$ cat src/rtl/flash_cmd_ctrl.sv
module flash_cmd_ctrl #(
  parameter int AW = 18,
  parameter int DW = 16,
  parameter int BOOT_WORDS = 8192,
  parameter int PARAM_WORDS = 4096,
  parameter int OP_CYCLES = 1000,
  parameter logic [AW-1:0] UA1 = AW'('h5555),
  parameter logic [AW-1:0] UA2 = AW'('h2AAA)
) (
  input  logic          clk,
  input  logic          rst_n,
  input  logic          bus_ce_n,
  input  logic          bus_we_n,
  input  logic [AW-1:0] bus_addr,
  input  logic [DW-1:0] bus_wdata,
  input  logic          hv_override,
  input  logic [AW-1:0] rd_addr,
  output logic [DW-1:0] rd_data,
  output logic          busy,
  output logic [AW-1:0] arr_addr,
  input  logic [DW-1:0] arr_rdata,
  output logic          arr_wr,
  output logic [DW-1:0] arr_wdata,
  output logic          arr_erase,
  output logic [AW-1:0] erase_lo,
  output logic [AW-1:0] erase_hi
);
  localparam logic [AW-1:0] P1_BASE   = AW'(BOOT_WORDS);
  localparam logic [AW-1:0] P2_BASE   = AW'(BOOT_WORDS + PARAM_WORDS);
  localparam logic [AW-1:0] MAIN_BASE = AW'(BOOT_WORDS + 2 * PARAM_WORDS);
  localparam logic [AW-1:0] TOP       = {AW{1'b1}};
  localparam logic [AW-1:0] ID_ADDR   = AW'(2);
  localparam int CW = $clog2(OP_CYCLES + 1);

  typedef enum logic [2:0] {S_IDLE, S_U1, S_U2, S_PGM, S_E1, S_E2, S_E3} st_t;
  st_t st;

  logic act, act_q, wr_end;
  logic [AW-1:0] cap_addr;
  logic [7:0] code;
  logic idmode, locked, ovr_ok;
  logic op_prog, op_chip, op_boot;
  logic [AW-1:0] op_addr, op_lo, op_hi;
  logic [DW-1:0] op_data;
  logic [CW-1:0] cnt;
  logic done, allowed, at1, at2, start_prog, start_erase;
  logic [AW-1:0] sec_lo, sec_hi;

  assign act    = !bus_ce_n && !bus_we_n;
  assign wr_end = act_q && !act;
  assign code   = bus_wdata[7:0];
  assign at1    = cap_addr == UA1;
  assign at2    = cap_addr == UA2;

  assign start_prog  = wr_end && !busy && st == S_PGM;
  assign start_erase = wr_end && !busy && st == S_E3 &&
                       ((at1 && code == 8'h10) || code == 8'h30);

  always_comb begin
    if (cap_addr < P1_BASE)        begin sec_lo = '0;        sec_hi = P1_BASE - 1'b1;   end
    else if (cap_addr < P2_BASE)   begin sec_lo = P1_BASE;   sec_hi = P2_BASE - 1'b1;   end
    else if (cap_addr < MAIN_BASE) begin sec_lo = P2_BASE;   sec_hi = MAIN_BASE - 1'b1; end
    else                           begin sec_lo = MAIN_BASE; sec_hi = TOP;              end
  end

  always_ff @(posedge clk or negedge rst_n)
    if (!rst_n) begin
      act_q <= 1'b0;
      cap_addr <= '0;
    end else begin
      act_q <= act;
      if (act && !act_q) cap_addr <= bus_addr;
    end

  always_ff @(posedge clk or negedge rst_n)
    if (!rst_n) begin
      st <= S_IDLE;
      idmode <= 1'b0;
      locked <= 1'b0;
    end else if (wr_end && !busy) begin
      st <= S_IDLE;
      case (st)
        S_IDLE: if (at1 && code == 8'hAA) st <= S_U1;
        S_U1:   if (at2 && code == 8'h55) st <= S_U2;
        S_U2: if (at1) begin
          if (code == 8'hA0) st <= S_PGM;
          if (code == 8'h80) st <= S_E1;
          if (code == 8'h90) idmode <= 1'b1;
          if (code == 8'hF0) idmode <= 1'b0;
        end
        S_E1: if (at1 && code == 8'hAA) st <= S_E2;
        S_E2: if (at2 && code == 8'h55) st <= S_E3;
        S_E3: if (at1 && code == 8'h40) locked <= 1'b1;
        default: ;
      endcase
    end

  assign done = busy && cnt == '0;

  always_ff @(posedge clk or negedge rst_n)
    if (!rst_n) begin
      busy <= 1'b0;
      cnt <= '0;
      ovr_ok <= 1'b0;
      op_prog <= 1'b0;
      op_chip <= 1'b0;
      op_boot <= 1'b0;
      op_addr <= '0;
      op_data <= '0;
      op_lo <= '0;
      op_hi <= '0;
    end else if (start_prog || start_erase) begin
      busy <= 1'b1;
      cnt <= CW'(OP_CYCLES - 1);
      ovr_ok <= hv_override;
      op_prog <= start_prog;
      op_chip <= start_erase && code == 8'h10;
      op_boot <= cap_addr < P1_BASE;
      op_addr <= cap_addr;
      op_data <= bus_wdata;
      op_lo <= sec_lo;
      op_hi <= sec_hi;
    end else if (busy) begin
      cnt <= cnt - 1'b1;
      ovr_ok <= ovr_ok && hv_override;
      if (done) busy <= 1'b0;
    end

  assign allowed   = !locked || (ovr_ok && hv_override);
  assign arr_addr  = busy ? op_addr : rd_addr;
  assign arr_wdata = arr_rdata & op_data;
  assign arr_wr    = done && op_prog && (!op_boot || allowed);
  assign arr_erase = done && !op_prog && (op_chip || !op_boot || allowed);
  assign erase_lo  = op_chip ? (allowed ? '0 : P1_BASE) : op_lo;
  assign erase_hi  = op_chip ? TOP : op_hi;
  assign rd_data   = (idmode && rd_addr == ID_ADDR) ? DW'(locked) : arr_rdata;


  always_ff @(posedge clk)
    if (rst_n) busy_idle_chk: assert (!busy || st == S_IDLE)
      else $error("decoder advanced while busy");


  count_down_chk: assert property (@(posedge clk) disable iff (!rst_n)
    busy && cnt != '0 |=> busy && cnt == $past(cnt) - 1'b1);


  lock_sticky_chk: assert property (@(posedge clk) disable iff (!rst_n)
    locked |=> locked);


  boot_write_ovr_chk: assert property (@(posedge clk) disable iff (!rst_n)
    arr_wr && arr_addr < P1_BASE && locked |-> hv_override);


  chip_spare_chk: assert property (@(posedge clk) disable iff (!rst_n)
    arr_erase && locked && !hv_override |-> erase_lo >= P1_BASE);


  end_pulse_chk: assert property (@(posedge clk) disable iff (!rst_n)
    arr_wr || arr_erase |=> !busy);
endmodule

$ cat config.mk
export PLATFORM = sky130hd
export DESIGN_NAME = flash_cmd_ctrl
export DESIGN_NICKNAME = d
export VERILOG_FILES = /design/src/rtl/flash_cmd_ctrl.sv
export SDC_FILE = /design/constraint.sdc
export NUM_CORES = 1
export LEC_CHECK = 0
export BUFFER_PORTS_ARGS = -buffer_cell sky130_fd_sc_hd__buf_2
export CAP_MARGIN = 10
export CORE_MARGIN = 2
export CORE_UTILIZATION = 40
export CTS_CLUSTER_SIZE = 25
export DETAILED_ROUTE_END_ITERATION = 7
export PLACE_DENSITY = 0.7
export RECOVER_POWER = 25
export SLEW_MARGIN = 20
export SYNTH_ARGS = -nofsm -noshare
export SYNTH_HDL_FRONTEND = slang
export SYNTH_SLANG_ARGS = --single-unit
export TNS_END_PERCENT = 100
$ cat constraint.sdc
create_clock -name clk -period 1.9 [get_ports clk]
set_input_delay 0.19 -clock clk [delete_from_list [all_inputs] [get_ports clk]]
set_output_delay 0.19 -clock clk [all_outputs]
set_load 0.02 [all_outputs]
==> run summary <==
================================================================================
Die boundary height                                                       108 µm
Number of distinct library cells after synthesis                              57
Hold Crit Class                                                        in -> reg
Overall die area                                                       11600 µm²
Layout filler cell count                                                     900
Number of cells produced by synthesis                                        370
H-Tree Level Count                                                             3
Synth-to-layout area growth                                                35.7%
Slew at the pin closest to its max-slew limit                           0.780 ns
Ant. Diodes                                                                    0
Area after DPL                                                          5310 µm²
Number of global-route vias before repair                                   3194
Drt via density                                                             5.01
CP Max Fanout                                                                  2
Number of synthesized register bits                                           79
CTS tree                                                                     yes
Seq/Total Area, Yosys                                                      0.458
Clock latency on the worst-skew pair                                     0.36 ns
Most used flip-flop cell after synthesis                                 dfrtp_1
Avg Cell Area, Syn                                                      11.7 µm²
Number of antenna-violating nets in the routed design                          0
Pwr dens                                                              635 nW/µm²
CP Class                                                              reg -> out
Deepest clock path buffer count                                                2
First-pass DRT Iterations                                                      4
Data required time of the critical path                                  1.71 ns
Final HPWL from detailed placement                                       7960 µm
Floorplan Core Area                                                    10400 µm²
Iteration-0 DRC count of the detailed router                                 160
Final-stage net count                                                        618
Maximum capacitance violations                                                 0
Non-filler cells in the finished layout                                      684
Per-cell routed wire length                                              16.0 µm
Total CTS buffers                                                              9
Number of sinks handled by clock tree synthesis                               79
Violations in the final reports                                     negative setup slack
Worst-case clock skew                                                  0.0105 ns
Slew Limit Headroom                                                        0.480
Share of the cycle needed by the critical path after routing                1.33
P_leak                                                                0.00310 µW
DRC                                                                            0
Number of synthesized flops with an enable pin                                 0
Setup TNS Final                                                         -2.57 ns
CTS clk-pin slew, worst paths                                            0.09 ns
Number of failing setup endpoints in the final timing report                  18
Sort of element at the end of the critical path                      output port
Wire length of the first global-routing pass                            16600 µm
Critical path launch point type                                             flop
Worst path arrival time                                                  2.34 ns
Cell area after layout                                                  5850 µm²
Number of antenna violations at the first check in global routing              0
Setup repair after global routing missed its margin                          yes
Buffer type at the clock tree root                                      clkbuf_8
Worst slack at placement                                               -0.262 ns
Fmax                                                                     396 MHz
Total instance count after detailed placement                                655
Final critical delay including setup and external delays                 2.53 ns
Ys Warns                                                                       0
Placer's final routability congestion estimate                             0.836
Final hold violations                                                          0
Final Slew Violations                                                          0
Global-route usage over all layers                                         0.187
Minimum setup slack in the final design                                -0.627 ns
GRT overflow                                                                   0
Post-synth ARST share                                                       1.00
Count of input and output buffers                                            146
Number of rows in the core area                                               37
Initial core utilization                                                   0.414
Die extent in x                                                           108 µm
Cell area after technology mapping                                      4310 µm²
Share of layout cells above drive strength 1                               0.557
I/O Pins                                                                     162
Vias                                                                        3427
Result of the run                                                   finished with violations
Max IR drop VDD                                                         0.397 mV
FF/Latch Area                                                           1980 µm²
Area taken by multi-input logic gates                                   2220 µm²
Drt total wl                                                            11000 µm
Pin count of the biggest net entering global routing                          49
================================================================================
==> metal layers <==
metal / GRT usage / wire length [µm]
met1: 0.245 / 4500
met4: 0.0449 / 248
met3: 0.0472 / 888
met2: 0.311 / 5340
met5: 0 / 0
==> Yosys cell counts, drive strengths merged (3+ instances only) <==
master  number  share of area
nor2        15          0.014
a22o         6          0.012
nor2b       20          0.029
nand4        4         0.0058
and3         4         0.0058
nand2       21          0.018
nand4b       3         0.0061
and2        18          0.026
nand3        4         0.0046
nor3b        3         0.0052
buf         36          0.062
nor4         8          0.013
nor4bb       3         0.0070
nand2b       3         0.0044
o21ai        9          0.010
mux2        68           0.20
xnor2        6          0.012
dfrtp       79           0.46
nor3         5         0.0096
or2          6         0.0087
clkbuf       5         0.0044
inv          8         0.0070
or3          3         0.0044
==> final cells by class <==
| type | instances | share of cell area |
|---|---|---|
| clock buffers | 10 | 0.0235 |
| clock inverters | 6 | 0.0158 |
| inverters | 8 | 0.00513 |
| multi-input cells | 256 | 0.379 |
| flip-flops and latches | 79 | 0.338 |
| well taps | 136 | 0.0291 |
| repair buffers | 189 | 0.209 |
==> cell families after synthesis <==
| family | synth area share |
|---|---|
| simple gates | 0.184 |
| buf+inv | 0.0737 |
| mux | 0.207 |
| fa+ha+maj | 0.00580 |
| other cells | 0.000869 |
| flops | 0.458 |
| compound gates | 0.0537 |
| xor+xnor | 0.0162 |
==> placed cells by master, fill, tap and decap left out, drive strengths merged, types with 4 or more instances in the layout <==
cell      n
buf     184
dfrtp    79
mux2     68
nand2    21
nor2b    20
and2     18
conb     15
nor2     15
clkbuf   14
inv       9
o21ai     9
nor4      8
or2       6
a22o      6
xnor2     6
nor3      5
nand4     4
nand3     4
and3      4
==> sequential cells by signal (all words and copies together), names as in the netlist, 2 cells and up <==
signal    count
cap_addr     18
op_addr      18
op_data      16
cnt          10
op_hi         4
st            3
op_lo         2
==> worst max-delay path: stages, from the launching register on <==
cell and delay, ns:
dfrtp_1 0.39, or4_4 0.54, or4b_4 0.52, nor4_4 0.17
nor3b_4 0.23, buf_6 0.14
==> what timing repair did <==
action | in CTS | in global routing
endpoints found under the setup margin | 24 | 60
hold endpoints to repair | 31 | 0
setup buffers | 3 | 7
pin swaps | 7 | 7
gates resized for setup | 22 | 36
cloned | 3 | 0
hold buffers | 1 | 0
==> stage by stage <==
stage	total power, µW	hold slack, ns	utilization
floorplan	2060	-0.106	-
global placement	2260	0.156	0.510
detailed placement	2270	0.155	0.510
CTS	3710	0.0461	0.549
global route	3880	0.0382	0.562
finish	3720	0.0586	0.562
==> worst paths after layout <==
kind | startpoint | end | slack (ns) | depth (start not counted)
max | cnt[7] | arr_erase | -0.63 | 5
min | bus_addr[17] | cap_addr[17] | 0.06 | 2
max reg2reg | cap_addr[1] | op_addr[1] | 0.01 | 6
min reg2reg | op_hi[11] | op_hi[11] | 0.47 | 1
max in group asynchronous | rst_n | busy | 0.22 | 3
min in group asynchronous | rst_n | cap_addr[1] | 0.44 | 2
==> where the power goes <==
part / switching, µW / total (µW) / internal, µW
Clock: 646 / 1430 / 782
Sequential: 64.4 / 1820 / 1750
Combinational: 226 / 471 / 245
(Power assumes the default switching activity.)
